### src/rtl/exc_esc_pkg.sv
package exc_esc_pkg;

  typedef enum logic [1:0] {
    CLS_BENIGN  = 2'd0,
    CLS_CONTRIB = 2'd1,
    CLS_PAGE    = 2'd2,
    CLS_DOUBLE  = 2'd3
  } exc_class_e;

  localparam int unsigned VEC_DOUBLE = 8;
  localparam int unsigned VEC_ALIGN  = 17;
  localparam int unsigned VEC_HOLE   = 15;
  localparam int unsigned VEC_LAST   = 19;
  localparam int unsigned NUM_CLASS  = 4;

  // Escalation rule for (previous class, new class).
  function automatic logic esc_pair(input int unsigned prev_c, input int unsigned new_c);
    return (prev_c == 3) || (new_c == 3) ||
           (prev_c == 1 && new_c == 1) ||
           (prev_c == 2 && (new_c == 1 || new_c == 2));
  endfunction

endpackage

### src/rtl/exc_classify.sv
module exc_classify
  import exc_esc_pkg::*;
#(
  parameter int unsigned VEC_W = 5
) (
  input  logic [VEC_W-1:0] vec,
  output exc_class_e       cls,
  output logic             known,
  output logic             has_code,
  output logic             zero_code,
  output logic             is_fault
);
  always_comb begin
    cls       = CLS_BENIGN;
    known     = (int'(vec) <= VEC_LAST) && (int'(vec) != VEC_HOLE);
    has_code  = 1'b0;
    zero_code = 1'b0;
    is_fault  = 1'b0;
    case (int'(vec))
      0:              begin cls = CLS_CONTRIB; is_fault = 1'b1; end
      1, 5, 6, 7, 16: is_fault = 1'b1;
      8:              begin cls = CLS_DOUBLE; has_code = 1'b1; zero_code = 1'b1; end
      10, 11, 12, 13: begin cls = CLS_CONTRIB; has_code = 1'b1; is_fault = 1'b1; end
      14:             begin cls = CLS_PAGE; has_code = 1'b1; is_fault = 1'b1; end
      17:             begin has_code = 1'b1; zero_code = 1'b1; is_fault = 1'b1; end
      default:        ;
    endcase
  end
endmodule

### src/rtl/exc_esc_matrix.sv
module exc_esc_matrix
  import exc_esc_pkg::*;
(
  input  exc_class_e prev_cls,
  input  exc_class_e new_cls,
  output logic       hit
);
  localparam int unsigned ENTRIES = NUM_CLASS * NUM_CLASS;
  logic [ENTRIES-1:0] table_bits;

  for (genvar p = 0; p < NUM_CLASS; p++) begin : g_prev
    for (genvar n = 0; n < NUM_CLASS; n++) begin : g_new
      assign table_bits[p*NUM_CLASS+n] = esc_pair(p, n);
    end
  end

  assign hit = table_bits[{prev_cls, new_cls}];
endmodule

### src/rtl/exc_nest_counter.sv
module exc_nest_counter #(
  parameter int unsigned CNT_W = 2
) (
  input  logic             clk,
  input  logic             rst,
  input  logic             bump,
  input  logic             clear,
  output logic [CNT_W-1:0] count_nx
);
  localparam logic [CNT_W-1:0] CNT_MAX = '1;
  logic [CNT_W-1:0] count_q;
  logic [CNT_W-1:0] base;

  assign base     = clear ? '0 : count_q;
  assign count_nx = (base == CNT_MAX) ? CNT_MAX : base + 1'b1;

  always_ff @(posedge clk) begin
    if (rst)        count_q <= '0;
    else if (bump)  count_q <= count_nx;
    else if (clear) count_q <= '0;
  end

  // a completion pulse without a report leaves the count at zero
  a_r11_clear_count: assert property (@(posedge clk) disable iff (rst)
    (clear && !bump) |=> (count_q == '0));
endmodule

### src/rtl/exc_escalate.sv
module exc_escalate
  import exc_esc_pkg::*;
#(
  parameter int unsigned VEC_W  = 5,
  parameter int unsigned CODE_W = 32,
  parameter int unsigned CNT_W  = 2
) (
  input  logic              clk,
  input  logic              rst,
  input  logic              rpt_valid,
  input  logic [VEC_W-1:0]  rpt_vector,
  input  logic [CODE_W-1:0] rpt_code,
  input  logic              rpt_sp_backout,
  input  logic              dlv_done,
  output logic              dlv_valid,
  output logic [VEC_W-1:0]  dlv_vector,
  output logic              dlv_push_code,
  output logic [CODE_W-1:0] dlv_code,
  output logic              dlv_rewind_ip,
  output logic              dlv_rewind_sp,
  output logic              shutdown,
  output logic              bad_vector
);
  localparam logic [CNT_W-1:0] LVL_NEST   = CNT_W'(2);
  localparam logic [CNT_W-1:0] LVL_TRIPLE = CNT_W'(3);
  localparam logic [VEC_W-1:0] DF_VEC     = VEC_W'(VEC_DOUBLE);

  exc_class_e       new_cls, prev_cls;
  logic             new_known, new_has, new_zero, new_fault;
  logic             prev_known, prev_has, prev_zero, prev_fault;
  logic             pair_hit;
  logic [CNT_W-1:0] cnt_nx;
  logic [VEC_W-1:0] prev_vec_q;
  logic             go_shut, go_bad, go_promote;

  exc_classify #(.VEC_W(VEC_W)) u_cls_new (
    .vec(rpt_vector), .cls(new_cls), .known(new_known),
    .has_code(new_has), .zero_code(new_zero), .is_fault(new_fault));

  exc_classify #(.VEC_W(VEC_W)) u_cls_prev (
    .vec(prev_vec_q), .cls(prev_cls), .known(prev_known),
    .has_code(prev_has), .zero_code(prev_zero), .is_fault(prev_fault));

  exc_esc_matrix u_matrix (.prev_cls(prev_cls), .new_cls(new_cls), .hit(pair_hit));

  exc_nest_counter #(.CNT_W(CNT_W)) u_count (
    .clk(clk), .rst(rst), .bump(rpt_valid), .clear(dlv_done), .count_nx(cnt_nx));

  assign go_shut    = (cnt_nx >= LVL_TRIPLE) ||
                      (cnt_nx == LVL_NEST && prev_vec_q == DF_VEC);
  assign go_bad     = !go_shut && !new_known;
  assign go_promote = (cnt_nx >= LVL_NEST) && pair_hit;

  always_ff @(posedge clk) begin
    if (rst) begin
      dlv_valid     <= 1'b0;
      dlv_vector    <= '0;
      dlv_push_code <= 1'b0;
      dlv_code      <= '0;
      dlv_rewind_ip <= 1'b0;
      dlv_rewind_sp <= 1'b0;
      shutdown      <= 1'b0;
      bad_vector    <= 1'b0;
      prev_vec_q    <= '0;
    end else begin
      dlv_valid  <= rpt_valid && !go_shut && !go_bad;
      shutdown   <= rpt_valid && go_shut;
      bad_vector <= rpt_valid && go_bad;
      if (rpt_valid && !go_shut && !go_bad) begin
        dlv_rewind_ip <= new_fault;
        dlv_rewind_sp <= new_fault && rpt_sp_backout;
        if (go_promote) begin
          dlv_vector    <= DF_VEC;
          dlv_push_code <= 1'b1;
          dlv_code      <= '0;
          prev_vec_q    <= DF_VEC;
        end else begin
          dlv_vector    <= rpt_vector;
          dlv_push_code <= new_has;
          dlv_code      <= (new_has && !new_zero) ? rpt_code : '0;
          prev_vec_q    <= rpt_vector;
        end
      end
    end
  end

  // at most one outcome per cycle
  a_r10_one_outcome: assert property (@(posedge clk) disable iff (rst)
    $onehot0({dlv_valid, shutdown, bad_vector}));
  // any outcome follows a report
  a_r10_needs_report: assert property (@(posedge clk) disable iff (rst)
    !rpt_valid |=> !(dlv_valid || shutdown || bad_vector));
  // double-fault delivery pushes a zero code
  a_r5_df_zero_code: assert property (@(posedge clk) disable iff (rst)
    (dlv_valid && dlv_vector == DF_VEC) |-> (dlv_push_code && dlv_code == '0));
  // no push means zero code
  a_r6_quiet_code: assert property (@(posedge clk) disable iff (rst)
    (dlv_valid && !dlv_push_code) |-> (dlv_code == '0));
  // stack rollback implies instruction rollback
  a_r7_sp_implies_ip: assert property (@(posedge clk) disable iff (rst)
    dlv_rewind_sp |-> dlv_rewind_ip);
  // a delivery leaves its vector as the previous vector
  a_r8_prev_tracks: assert property (@(posedge clk) disable iff (rst)
    dlv_valid |-> (prev_vec_q == dlv_vector));
endmodule

### config.mk
export PLATFORM = sky130hd
export DESIGN_NAME = exc_escalate
export DESIGN_NICKNAME = d
export VERILOG_FILES = /design/src/rtl/exc_esc_pkg.sv /design/src/rtl/exc_classify.sv /design/src/rtl/exc_esc_matrix.sv /design/src/rtl/exc_nest_counter.sv /design/src/rtl/exc_escalate.sv
export SDC_FILE = /design/constraint.sdc
export NUM_CORES = 1
export LEC_CHECK = 0
export BUFFER_PORTS_ARGS = -buffer_cell sky130_fd_sc_hd__buf_2
export CAP_MARGIN = 20
export CORE_UTILIZATION = 31
export DETAILED_ROUTE_END_ITERATION = 12
export SLEW_MARGIN = 0
export SYNTH_ARGS = -nofsm -noshare
export SYNTH_HDL_FRONTEND = slang
export SYNTH_SLANG_ARGS = --single-unit
### constraint.sdc
create_clock -name clk -period 2.3 [get_ports clk]
set_clock_uncertainty 0.15 [all_clocks]
set_input_delay 0.115 -clock clk [delete_from_list [all_inputs] [get_ports clk]]
set_output_delay 0.115 -clock clk [all_outputs]
set_load 0.1 [all_outputs]
==> impl_results.md <==
- H-tree levels: 2
- Synth Area in Compound Gates: 28.5%
- Post-synthesis mux area share: 0%
- HPWL after detailed placement: 2990 um
- Drt drc: 0
- Logic pwr share: 22.2%
- Max-slew violations: 0
- Detail Route Antenna Nets: 0
- Final Cell Area: 2740 um2
- Syn Nets: 209
- Area share of the largest cell type after synthesis: 49.8%
- Most common cell after layout, fill and taps aside: buf_2
- Reg2reg start: prev_vec_q[3]
- Clock slew seen by the registers of the worst setup and hold paths: ~80 ps
- CP Max Fanout: 32
- Initial antenna violation count: 0
- WHS Path Cells: 3
- Worst Tran Pin Value: 504 ps
- IO buf count: 84
- Share of cells above drive strength 1: about 48%
- Post-Route WL: 4600 um
- Top Ports: 85
- First-pass GRT wire length: 7490 um
- PD cells: roughly 660 nW/um2
- Xor/xnor share of the synthesized area: 0.484%
- Vias in the first global route: 1553
- CTS Buf Count: 5
- Clock Latency Late Sink: around 290 ps
- Number of flops mapped to enable cells by yosys: 0
- Avg Cell Area, Syn: 10.8 um2
- Max clock buf depth: 2
- RSZ-0062 raised after global routing: no
- Slew margin rel.: 66.6%
- Setup TNS: 0 ps
- Maxcap violations: 0
- CP arrival: ~2300 ps
- Synth-to-Final Area Change: 51.6%
- Total track usage: 15.4%
- Top FF cell, synth: dfxtp_1
- CP Class: in -> reg
- Net Sw Frac: a little under a third
- DR WL/cell: 12.8 um
- Status: complete, no violations
- Critical Path Source Type: input pin
- GPL Wtd Cong: 0.800
- Final core occ: between 40% and 50%
- Total leakage power: ~1.3 nW
- HP Start: rst
- Largest family of logic cells by synthesized area: compound AO/OA/AOI/OAI gates
- Yosys reg bits: 45
- Die width: around 78 um
- Yosys top cell by area: dfxtp_1
- Peak supply drop: 0.393 mV
- TritonCTS clock tree: yes
- Clock share of power: 32.4%
- Num rows: 27
- Synth Area in Adders: 0%
- NumNets Final: 328
- Setup Fix Bufs, Post-CTS: 0
- Vias: 1726
- Final hold vios: 0
- GRT overflow: 0
- Worst hold path class: in -> reg
- Syn. warnings: 0
- Sw Pwr: 0.000554 W
- Commonest non-fill, non-tap cells in the layout: buf_2, dfxtp_1, dlygate4sd3_1
- Ys async rst share: 0%
- FMAX: about 460 MHz
- Final Cycle Share: 95.1%
- Minimum clock period: 2190 ps
- DR vias/cell: 4.81
- Synthesized area: 1810 um2
- Worst setup startpoint: dlv_done
- Syn Inst Count: about 170
- Register area: about 910 um2
- Part of the power in registers: between 40% and 50%
- Crit path required time: 2390 ps
- Synth Area in Simple Gates: 15.2%
- Die area: 6140 um2
- Starting Density: 32.4%
- Final setup fails: 0
- Seq/Total Area, Yosys: 49.8%
- Core ar.: 5570 um2
- Antenna fix cells: 0
- Placed inst area: around 2300 um2
- Drt initial violations: 50
- Drt pass-1 iters: 4
- Post-synthesis cell type count: 44
- FF-to-FF path depth: 6
- Synth top area cells: dfxtp_1, a22o_2, a22o_1
- Area of the multi-input gates: around 800 um2
- Height of the die: 78.4 um
- Sink Count: 45
- Internal power: 0.00126 W
- Root Driver: clkbuf_8
- Largest net degree at the start of global routing: 33
- Nature of the critical path endpoint: register
- Filler Cells Inserted: approximately 540
==> path summary, 6_finish.rpt <==
path              endpoint  slack [ps]
max           dlv_code[17]         110
min             bad_vector           6
max reg2reg   dlv_code[17]         140
min reg2reg  dlv_rewind_ip         320
==> cell type report <==
| cell class | instances | area share [%] |
|---|---|---|
| Tap cell | 72 | 3.29 |
| Sequential cell | 45 | 33.1 |
| Timing Repair Buffer | 125 | 29.9 |
| Clock inverter | 2 | 1.42 |
| Inverter | 3 | 0.411 |
| Multi-Input combinational cell | 106 | 29.3 |
| Clock buffer | 6 | 2.65 |
==> power by group through the flow <==
stage | logic (W) | clock network (W) | registers [W]
3_5_place_dp | 0.000354 | 0 | 0.000841
6_report | 0.000402 | 0.000587 | 0.000823
2_1_floorplan | 0.000105 | 0 | 0.00101
4_1_cts | 0.000402 | 0.000608 | 0.000823
3_3_place_gp | 0.000355 | 0 | 0.000841
5_1_grt | 0.000425 | 0.000636 | 0.000828
==> state kept, by name, summed over array words and instances, names as in the netlist <==
name             cells
bad_vector           1
dlv_code            32
dlv_push_code        1
dlv_rewind_ip        1
dlv_rewind_sp        1
dlv_valid            1
prev_vec_q           5
shutdown             1
u_count.count_q      2
==> synthesized netlist by cell type, types with 2 or more instances <==
library cell  instances
a22o_1                7
clkbuf_1              4
nand2_1               5
a21oi_1               7
nand3_1               2
buf_6                 3
nor3b_1               2
nand2b_1              2
o21ai_0               4
inv_1                 3
dfxtp_1              45
nor2_1               10
nor4b_1               2
nor3_1                8
nand4_1               2
a22o_2               25
a211oi_2              2
a32oi_1               3
a32o_1                2
buf_2                 4
clkbuf_8              2
==> per-stage QoR <==
stage | hold WS (ps) | setup WS [ps] | total power [W] | cells
after floorplan | 41.7 | 2.31 | 0.00112 | 167
after global placement | 177 | 198 | 0.00120 | 315
after detailed placement | 178 | 179 | 0.00120 | 315
after CTS | 3.07 | 122 | 0.00183 | 359
after global routing | 29.0 | 10.2 | 0.00189 | 359
final | 5.90 | 112 | 0.00181 | 359
==> worst max-delay path, cell delays in order <==
cell           delay, ps
dlygate4sd3_1        520
buf_2                140
nor2b_2               60
and3_4               190
or3_4                400
nor4_4               270
buf_4                360
a22o_2               200
==> kinds of logic (layout without fill, tap and decap cells) <==
group / count (synthesis) / after routing
compound gates: 60 / 60
flops: 45 / 45
simple gates: 45 / 45
buf+inv: 16 / 136
xor+xnor: 1 / 1
==> what timing repair did <==
item,CTS,global route
resized for setup,0,0
hold buffers,36,0
hold endpoints to repair,36,0
==> layer usage <==
metal  track usage, %  routed length [um]  up-vias
met5                0                   0        -
met4             3.89                  15        0
met2             23.8                2070       58
li1                 -                   -      870
met1             21.4                2260      796
met3             3.60                 255        2
Power figures use the tool's default switching activity.
